==> src/rtl/ckchk_pkg.sv <==
package ckchk_pkg;

    typedef enum logic [1:0] {
        CK_IDLE    = 2'd0,
        CK_REF_RUN = 2'd1,
        CK_WINDOW  = 2'd2,
        CK_FAULT   = 2'd3
    } ck_state_t;

    localparam logic [1:0] ADDR_REF_SEED = 2'd0;
    localparam logic [1:0] ADDR_MON_SEED = 2'd1;
    localparam logic [1:0] ADDR_WIN_SEED = 2'd2;
    localparam logic [1:0] ADDR_CTRL     = 2'd3;

    localparam int CTRL_GO_BIT  = 0;
    localparam int CTRL_CLR_BIT = 1;

endpackage

==> src/rtl/ckchk_ctrl.sv <==
// Reference-domain control FSM: time base, valid window, verdict.
module ckchk_ctrl
    import ckchk_pkg::*;
#(
    parameter int CW = 16
) (
    input  logic          ref_clk,
    input  logic          rst_n,
    input  logic          go_cmd,
    input  logic          clr_cmd,
    input  logic [CW-1:0] ref_seed,
    input  logic [CW-1:0] win_seed,
    input  logic          zero_evt,
    output logic          start_tgl,
    output logic          cap_tgl,
    output logic          err,
    output logic          done
);
    ck_state_t     state, nxt;
    logic [CW-1:0] ref_cnt;
    logic [CW-1:0] win_cnt;
    logic          launch;
    logic          cap_req;
    logic          pass;

    // State register
    always_ff @(posedge ref_clk or negedge rst_n) begin
        if (!rst_n) state <= CK_IDLE;
        else        state <= nxt;
    end

    // Next state and named transitions
    always_comb begin
        nxt     = state;
        launch  = 1'b0;
        cap_req = 1'b0;
        pass    = 1'b0;
        if (clr_cmd) begin
            // clear / clear_go
            nxt    = go_cmd ? CK_REF_RUN : CK_IDLE;
            launch = go_cmd;
        end else begin
            unique case (state)
                CK_IDLE: begin
                    if (go_cmd) begin            // go
                        nxt    = CK_REF_RUN;
                        launch = 1'b1;
                    end
                end
                CK_REF_RUN: begin
                    if (zero_evt) begin          // early
                        nxt = CK_FAULT;
                    end else if (ref_cnt == '0) begin   // open
                        nxt     = CK_WINDOW;
                        cap_req = 1'b1;
                    end
                end
                CK_WINDOW: begin
                    if (zero_evt) begin          // pass
                        nxt    = CK_REF_RUN;
                        launch = 1'b1;
                        pass   = 1'b1;
                    end else if (win_cnt == '0) begin   // late
                        nxt = CK_FAULT;
                    end
                end
                CK_FAULT: begin
                    nxt = CK_FAULT;
                end
                default: nxt = CK_IDLE;
            endcase
        end
    end

    // Counters and cross-domain toggles
    always_ff @(posedge ref_clk or negedge rst_n) begin
        if (!rst_n) begin
            ref_cnt   <= '0;
            win_cnt   <= '0;
            start_tgl <= 1'b0;
            cap_tgl   <= 1'b0;
        end else begin
            if (launch) begin
                ref_cnt   <= ref_seed;
                start_tgl <= ~start_tgl;
            end else if (state == CK_REF_RUN && ref_cnt != '0) begin
                ref_cnt <= ref_cnt - 1'b1;
            end
            if (cap_req) begin
                win_cnt <= win_seed;
                cap_tgl <= ~cap_tgl;
            end else if (state == CK_WINDOW && win_cnt != '0) begin
                win_cnt <= win_cnt - 1'b1;
            end
        end
    end

    // Outputs
    always_ff @(posedge ref_clk or negedge rst_n) begin
        if (!rst_n) begin
            err  <= 1'b0;
            done <= 1'b0;
        end else begin
            err  <= (nxt == CK_FAULT);
            done <= pass;
        end
    end


    done_err_excl_chk: assert property (@(posedge ref_clk) disable iff (!rst_n)
        !(done && err));


    done_pulse_chk: assert property (@(posedge ref_clk) disable iff (!rst_n)
        done |=> !done);


    err_hold_chk: assert property (@(posedge ref_clk) disable iff (!rst_n)
        (err && !clr_cmd) |=> err);


    fault_cause_chk: assert property (@(posedge ref_clk) disable iff (!rst_n)
        $rose(err) |-> ($past(state) == CK_REF_RUN || $past(state) == CK_WINDOW));

endmodule

==> config.mk <==
export PLATFORM = sky130hd
export DESIGN_NAME = ckchk_ctrl
export DESIGN_NICKNAME = d
export VERILOG_FILES = /design/src/rtl/ckchk_pkg.sv /design/src/rtl/ckchk_ctrl.sv
export SDC_FILE = /design/constraint.sdc
export NUM_CORES = 1
export LEC_CHECK = 0
export BUFFER_PORTS_ARGS = -buffer_cell sky130_fd_sc_hd__buf_2
export CAP_MARGIN = 0
export CORE_MARGIN = 4
export CORE_UTILIZATION = 33
export CTS_BUF_LIST = sky130_fd_sc_hd__clkbuf_4
export DETAILED_ROUTE_END_ITERATION = 10
export GPL_TIMING_DRIVEN = 0
export MAX_ROUTING_LAYER = met4
export PLACE_DENSITY = 0.49
export REMOVE_ABC_BUFFERS = 1
export SLEW_MARGIN = 15
export SYNTH_ARGS = -nofsm -noshare
export SYNTH_HDL_FRONTEND = slang
export SYNTH_SLANG_ARGS = --single-unit
==> constraint.sdc <==
create_clock -name ref_clk -period 2.7 [get_ports ref_clk]
set_input_delay 0.54 -clock ref_clk [delete_from_list [all_inputs] [get_ports ref_clk]]
set_output_delay 0.54 -clock ref_clk [all_outputs]
set_load 0.05 [all_outputs]
Word level (Yosys, flattened, before mapping) --
Index checks and enable logic that the tools add are counted.
Word-level totals: register bits after elaboration 38
Cells by class: bitwise operators 2, reduce and logical (&&, ||, !) cells 9, eq/ne operators 4, mux-type cells 22, add/subtract/negate cells 2
Operator list (number):
- 16-bit 2-to-1 mux | 4
- 16-bit logical NOT | 2
- 16-bit nonzero test | 2
- 16-bit by 1-bit subtractor with 16-bit output (second input constant) | 2
- 2-bit 2-to-1 mux | 6
- 1-bit 2-to-1 mux | 10
- 2-bit one-hot mux with 4 select lines | 1
- 2-bit == test (second input constant) | 3
- 2-bit nonzero test | 2
- 2-bit by 1-bit == test with 1-bit output (second input constant) | 1
- 1-bit logical AND | 2
- 2-bit logical NOT | 1
- 1-bit NOT | 2
- 1-bit one-hot mux with 2 select lines | 1

Depth between registers and ports, before layout --
Gate-level depths: netlist of the first run.
depth in word-level cells 6, gate-level depth with buffers 8

Worst setup path before layout of the first run --
Ideal clock, no wire load.
kind reg2reg, from register ref_cnt[4], to register win_cnt[3], setup slack 0.499 ns, data required time 2.575 ns, stages on the path, launching flop included 6, data arrival time 2.076 ns, setup time 0.125 ns, cell sequence dfrtp_1 -> or4_4 -> or3_1 -> buf_6 -> nor3_4 -> mux2_2
Between the ends: cells in the longest elaborated chain, start to end 6
RTL lines:
- start: declaration | line ckchk_ctrl.sv:20 | logic [CW-1:0] ref_cnt;
- start signal: assignment | line ckchk_ctrl.sv:84 | ref_cnt <= ref_seed;
- start signal: assignment | line ckchk_ctrl.sv:87 | ref_cnt <= ref_cnt - 1'b1;
- 16-bit logical NOT * | line ckchk_ctrl.sv:53 | end else if (ref_cnt == '0) begin
- 1-bit 2-to-1 mux * | line ckchk_ctrl.sv:53
- 1-bit 2-to-1 mux * | line ckchk_ctrl.sv:51 | if (zero_evt) begin
- 1-bit 2-to-1 mux * | line ckchk_ctrl.sv:43 | unique case (state)
- 1-bit 2-to-1 mux * | line ckchk_ctrl.sv:38 | if (clr_cmd) begin
- 16-bit 2-to-1 mux or 2-bit nonzero test (tied branches)
- end signal: assignment | line ckchk_ctrl.sv:90 | win_cnt <= win_seed;
- end signal: assignment | line ckchk_ctrl.sv:93 | win_cnt <= win_cnt - 1'b1;
- end: declaration | line ckchk_ctrl.sv:21 | logic [CW-1:0] win_cnt;
Mark *: on every way between the ends. The rest lies on a longest branch, timed or not. A chain may end at the register's enable or synchronous reset.

Worst setup path in the final report of the first run --
Ends and elaborated chain as after synthesis.

==> flow_metrics.tcl, run 1 <==
set metrics [dict create \
    outcome "completed" \
    overflow 0 \
    finalCritPeriodShare 0.9260 \
    hold_slack_ps 288.8 \
    finalClockSkew_ps 9.606 \
    nFillCells 689 \
    crit_type "flip-flop to flip-flop" \
    synthDistinctLibCells 49 \
    final_cells 360 \
    total_leakage_power_nw 0.9699 \
    grt_util_met1 0.1796 \
    die_w_um 90.38 \
    yosys_warnings 0 \
    viasPerCell 5.131 \
    critPathLaunch "ref_cnt[4]$_DFFE_PN0P_" \
    top_level_ports 41 \
    worst_pin_slew_ps 870.3 \
    met2_usage 0.2085 \
    finalWirelength_mm 5.012 \
    busiest_layer "met2" \
    synth-async-reset-ratio 1.000 \
    holdBufCountCts 0 \
    relSlewSlack 0.4198 \
    initial_core_util 0.3468 \
    clkLatencyLatePin_ps 340 \
    synth_cells 243 \
    r2r_start "ref_cnt[4]$_DFFE_PN0P_" \
    drt_iter0_drc 90 \
    rsz0062_at_grt "false" \
    seq_area_frac_synth 0.4246 \
    cts_root_buffer "clkbuf_4" \
    synth.avg_cell_area_um2 9.217 \
    cts_max_path_buffers 2 \
    cts_tree "built" \
    cp.arrival_ps 2740 \
    first_global_vias 1821 \
    drc_errors 0 \
    drive_above_1_share 0.2332 \
    io_buffers 40 \
    core_area_mm2 0.006459 \
    cts.sink_count 38 \
    grt_pass1_wl_mm 8.873 \
    dp_slack_ps -33.89 \
    drtAntennaViolNets 0 \
    dp.cells 352 \
    grt_max_degree 39 \
    fp-row-count 29 \
    timing.fmax_mhz 400.0 \
    diodes 0 \
    period_minus_slack_ps 2500 \
    hold_viol 0 \
    antenna_found_initial 0 \
    wire_per_inst_um 13.92 \
    drv_cap 0 \
    cts_inserted_buffers 5 \
    ir_drop_v 0.0002143 \
    slew_violations 0 \
    critPathRequiredTime_ps 2940 \
    die_area_mm2 0.008169 \
    power.density_mw_per_mm2 544.2 \
    setup_viol 0 \
    vias 1847 \
    firstDrtPassIters 4 \
    final_net_count 322 \
    holdCritPathClass "input pin to async pin" \
    setup_slack_ps 199.8 \
    gp_congestion 0.7657 \
    ys_ff_latch 38 \
    die_h_um 90.38 \
    area_growth_syn_to_layout_pct 15.47 \
    path_clk_slew_ps 110 \
    synth_edf_count 0 \
    mappedNetlistArea_mm2 0.002240 \
    ys.flop_type "dfrtp_1" \
    use_met3 0.03333 \
    crit_path_start_kind "flip-flop" \
    htreeDepth 2 \
    gr-usage-all-layers 0.1352 \
    crit_fanout 9 \
    end_kind "flip-flop" \
    dp_hpwl_mm 3.561 \
]
routing by layer:
layer  vias to the layer above  wire length [µm]
met5                         -                 0
met4                         0                37
met3                         4               179
met2                        31              2311
met1                       867              2484
li1                        945                 -
power by group:
group	internal (mW)	switching, mW
logic	0.158	0.180
clock network	0.119	0.185
registers	0.664	0.101
total	0.940	0.467
final cells by class:
type | count | area, µm² | share of cell area
multi-input combinational | 191 | 1240 | 0.4794
tap | 77 | 96.34 | 0.03725
timing repair buffer | 42 | 227.7 | 0.08805
clock buffer | 7 | 52.55 | 0.02032
inverter | 5 | 18.77 | 0.007257
sequential | 38 | 950.9 | 0.3677
logic make-up after synthesis:
| kind of cell | count (synthesis) | synth area share |
|---|---|---|
| multiplexers | 1 | 0.005028 |
| adder cells (fa/ha/maj) | 2 | 0.01117 |
| flip-flops | 38 | 0.4246 |
| XOR/XNOR | 26 | 0.1017 |
| AND/OR/NAND/NOR | 107 | 0.2827 |
| AO/OA/AOI/OAI | 55 | 0.1464 |
| buffers and inverters | 14 | 0.02849 |
flip-flops by register name, indices dropped and copies added (netlist names):
register / count
err: 1
start_tgl: 1
win_cnt: 16
state: 2
ref_cnt: 16
done: 1
cap_tgl: 1
placed cells by master, fill, tap and decap left out, drive strengths merged, types with 4 or more instances in the layout:
cell	count
nor4	4
nand4	4
dfrtp	38
xnor2	13
nor3	14
or3	6
nand2	18
o21ai	18
inv	5
a21oi	23
clkbuf	7
nor2	33
buf	42
xor2	13
nand2b	4
cells in the mapped netlist, types with 2 or more instances:
| cell | number | share of area |
|---|---|---|
| a211o_1 | 2 | 0.0078 |
| nand2b_1 | 4 | 0.011 |
| or3_1 | 6 | 0.017 |
| xnor2_1 | 13 | 0.051 |
| nor3_1 | 9 | 0.020 |
| buf_2 | 3 | 0.0067 |
| nor3_2 | 2 | 0.0089 |
| nand4_1 | 4 | 0.011 |
| xor2_1 | 13 | 0.051 |
| dfrtp_1 | 38 | 0.42 |
| o21ai_1 | 2 | 0.0045 |
| ha_1 | 2 | 0.011 |
| o21a_1 | 2 | 0.0067 |
| o211ai_1 | 3 | 0.010 |
| nor2_1 | 33 | 0.055 |
| nand3_1 | 3 | 0.0067 |
| nand2_1 | 18 | 0.030 |
| nor4_1 | 2 | 0.0056 |
| a21oi_1 | 23 | 0.051 |
| nand4b_1 | 3 | 0.012 |
| nand3b_1 | 3 | 0.010 |
| a31oi_1 | 2 | 0.0056 |
| or4_4 | 2 | 0.010 |
| o21ai_0 | 15 | 0.034 |
| clkbuf_1 | 4 | 0.0067 |
| nor3b_1 | 2 | 0.0067 |
| nor2b_1 | 2 | 0.0056 |
| inv_1 | 5 | 0.0084 |
| nor3_4 | 3 | 0.022 |
repair_timing:
| action | CTS | global route |
|---|---|---|
| buffers inserted | 1 | 0 |
| setup endpoints to repair | 1 | 1 |
| pin swaps | 1 | 0 |
| resized for setup | 0 | 1 |
critical path: stages, from the launching register on:
cell and delay, ps:
dfrtp_1 450, or4_4 590, or3_1 530, nor3_4 440, mux2_2 380
worst paths after layout:
kind                            cells past startpoint                 endpoint  slack [ps]
worst max-delay path                                4   win_cnt[3]$_DFFE_PN0P_         200
worst min-delay path                                1  win_cnt[10]$_DFFE_PN0P_         290
worst max register to register                      4   win_cnt[3]$_DFFE_PN0P_         200
worst min register to register                      1      cap_tgl$_DFFE_PN0P_         480
max in group asynchronous                           1  ref_cnt[13]$_DFFE_PN0P_        1850
min in group ref_clk                                3  win_cnt[11]$_DFFE_PN0P_         390
per-stage QoR:
stage                 util  cell area (µm²)  total power, mW  TNS [ps]
floorplan                -             2195            1.004         0
global placement    0.3857             2491            1.109     -6351
detailed placement  0.3905             2522            1.120    -33.89
CTS                 0.3998             2582            1.433         0
global route        0.4004             2586            1.523         0
finish              0.4004             2586            1.407         0
Note: power is estimated with default switching activity, not from simulation.
==> run 2: changes to the inputs <==
--- a/config.mk
+++ b/config.mk
@@ -5,6 +5,7 @@
 export SDC_FILE = /design/constraint.sdc
 export NUM_CORES = 1
 export LEC_CHECK = 0
+export ABC_AREA = 1
 export BUFFER_PORTS_ARGS = -buffer_cell sky130_fd_sc_hd__buf_2
 export CAP_MARGIN = 0
 export CORE_MARGIN = 4
@@ -13,7 +14,7 @@
 export DETAILED_ROUTE_END_ITERATION = 10
 export GPL_TIMING_DRIVEN = 0
 export MAX_ROUTING_LAYER = met4
-export PLACE_DENSITY = 0.49
+export PLACE_DENSITY = 0.48
 export REMOVE_ABC_BUFFERS = 1
 export SLEW_MARGIN = 15
 export SYNTH_ARGS = -nofsm -noshare
==> flow_metrics.tcl, run 2 <==
set metrics [dict create \
    grt_pass1_wl_mm 12.24 \
    die_w_um 99.06 \
    mappedNetlistArea_mm2 0.002736 \
    postCtsResizedCells 0 \
    crit_type "input pin to flip-flop" \
    synth.avg_cell_area_um2 6.790 \
    power.density_mw_per_mm2 778.4 \
    cts_setup_buffers 0 \
    firstDrtPassIters 4 \
    rsz0062_at_grt "false" \
    ff2ff_path_depth 8 \
    multi_input_area_mm2 0.001544 \
    ir_drop_v 0.0003402 \
    fin_util 0.3852 \
    dp_slack_ps -130.6 \
    synthDistinctLibCells 31 \
    gr-usage-all-layers 0.1557 \
    crit_chain "buf_2, inv_2, nor2_1, nand2_1, nand2_1, inv_2, nand2_2, inv_2, nor2_1, nor2_1" \
    antenna_found_initial 0 \
    synth_edf_count 0 \
    hold_viol 0 \
    yosysMostFrequentCell "nand2_1" \
    synth_cells 403 \
    holdCritPathClass "input pin to async pin" \
    crit_slowest_cell "inv_2" \
    cts.sink_count 38 \
    end_kind "flip-flop" \
    core_area_mm2 0.007888 \
    drv_cap 0 \
    path_clk_slew_ps 130 \
    cts_inserted_buffers 5 \
    viasPerCell 4.766 \
    final_common_cell "nand2_1" \
    die_area_mm2 0.009813 \
    drtAntennaViolNets 0 \
    fp-row-count 32 \
    rrSetupSlack_ps 340 \
    drt_iter0_drc 93 \
    yosys_warnings 0 \
    worst_pin_slew_ps 923.1 \
    crit_path_max_incr_delay_ps 400 \
    final_net_count 478 \
    critPathLaunch "zero_evt" \
    gp_congestion 0.8670 \
    finalClockSkew_ps 14.32 \
    overflow 0 \
    synth.area.top_cells "dfrtp_1, nand2_1, nand3_1" \
    finalCritPeriodShare 0.8916 \
    first_global_vias 2614 \
    crit_cells 10 \
    crit_fanout 25 \
    top_level_ports 41 \
    nFillCells 881 \
    seq_area_frac_synth 0.3475 \
    initial_core_util 0.3469 \
    relSlewSlack 0.3846 \
    cts_tree "built" \
    crit_end "ref_cnt[12]$_DFFE_PN0P_" \
    seqCellArea_um2 950.9 \
    vias 2583 \
    outcome "completed" \
    setup_slack_ps 292.6 \
    timing.fmax_mhz 415.4 \
    r2r_end "win_cnt[11]$_DFFE_PN0P_" \
    reg_top3 "ref_cnt: 16 flops, win_cnt: 16 flops, state: 2 flops" \
    holdBufCountCts 0 \
    diodes 0 \
    r2r_start "state[1]$_DFF_PN0_" \
    grt_max_degree 39 \
    area_growth_syn_to_layout_pct 11.02 \
    synth-async-reset-ratio 1.000 \
    path_buf_inv 4 \
    drc_errors 0 \
    total_leakage_power_nw 1.571 \
    synth.largest_area_cell "dfrtp_1" \
    slew_violations 0 \
    cp.arrival_ps 2690 \
    crit_path_start_kind "input pin" \
    synth_top_area_share 0.3475 \
    io_buffers 40 \
    die_h_um 99.06 \
    finalWirelength_mm 7.061 \
    drive_above_1_share 0.1705 \
    critPathRequiredTime_ps 2980 \
    dp_hpwl_mm 4.959 \
    ys.flop_type "dfrtp_1" \
    wire_per_inst_um 13.03 \
    ys_ff_latch 38 \
    cts_max_path_buffers 2 \
    clkLatencyLatePin_ps 350 \
    htreeDepth 2 \
    final_cell_mix "nand2_1, nor2_1, nand3_1" \
    cts_root_buffer "clkbuf_4" \
    cp_top_family "simple AND/OR/NAND/NOR gates" \
    period_minus_slack_ps 2407 \
    synth_common_cells "nand2_1, nor2_1, nand3_1" \
    setup_viol 0 \
]
-- run 2: cell count changes after synthesis, moves of 17 or more --
cell     before  now
nand3_1       3   45
nand2_1      18  128
a21oi_1      23    2
inv_1         5   35
nand4_1       4   21
-- run 2: layout make-up --
type / count / share of cell area
Clock buffer: 6 / 0.01483
Sequential cell: 38 / 0.3130
Tap cell: 102 / 0.04201
Clock inverter: 2 / 0.002883
Timing Repair Buffer: 40 / 0.06590
Multi-Input combinational cell: 311 / 0.5082
Inverter: 43 / 0.05313
-- run 2: worst min path at each step --
stage	slack, ps	end
5_1_grt	380	win_cnt[3]$_DFFE_PN0P_
6_report	310	win_cnt[3]$_DFFE_PN0P_
3_3_place_gp	450	start_tgl$_DFFE_PN0P_
2_1_floorplan	240	cap_tgl$_DFFE_PN0P_
3_5_place_dp	450	start_tgl$_DFFE_PN0P_
4_1_cts	340	win_cnt[3]$_DFFE_PN0P_
-- run 2: power by group --
part / internal [mW] / switching (mW)
Sequential: 0.762 / 0.210
Clock: 0.108 / 0.212
Combinational: 0.389 / 0.683
Total: 1.26 / 1.11
-- run 2: layer usage --
metal	routed length, µm	GRT usage
met4	36	0.03151
met5	0	-
met1	3272	0.1871
met2	3518	0.2763
met3	234	0.02265
-- run 2: logic make-up (layout without fill, tap and decap cells) --
| family | count (synthesis) | count (layout) | share of synthesized area |
|---|---|---|---|
| buffers and inverters | 54 | 91 | 0.08825 |
| XOR/XNOR | 10 | 10 | 0.03475 |
| adder cells (fa/ha/maj) | 2 | 2 | 0.009143 |
| AO/OA/AOI/OAI | 26 | 26 | 0.05304 |
| AND/OR/NAND/NOR | 273 | 273 | 0.4673 |
| flip-flops | 38 | 38 | 0.3475 |
-- run 2: metrics by stage --
step	total power [mW]	instances	instance area [µm²]	hold WS (ps)	setup TNS, ps
after detailed placement	2.061	534	2984	454.5	-847.1
after floorplan	1.794	392	2656	244.4	0
after global placement	2.053	534	2984	451.4	-370.0
after global routing	2.607	542	3038	381.5	0
after CTS	2.398	542	3038	339.9	0
final	2.365	542	3038	306.1	0
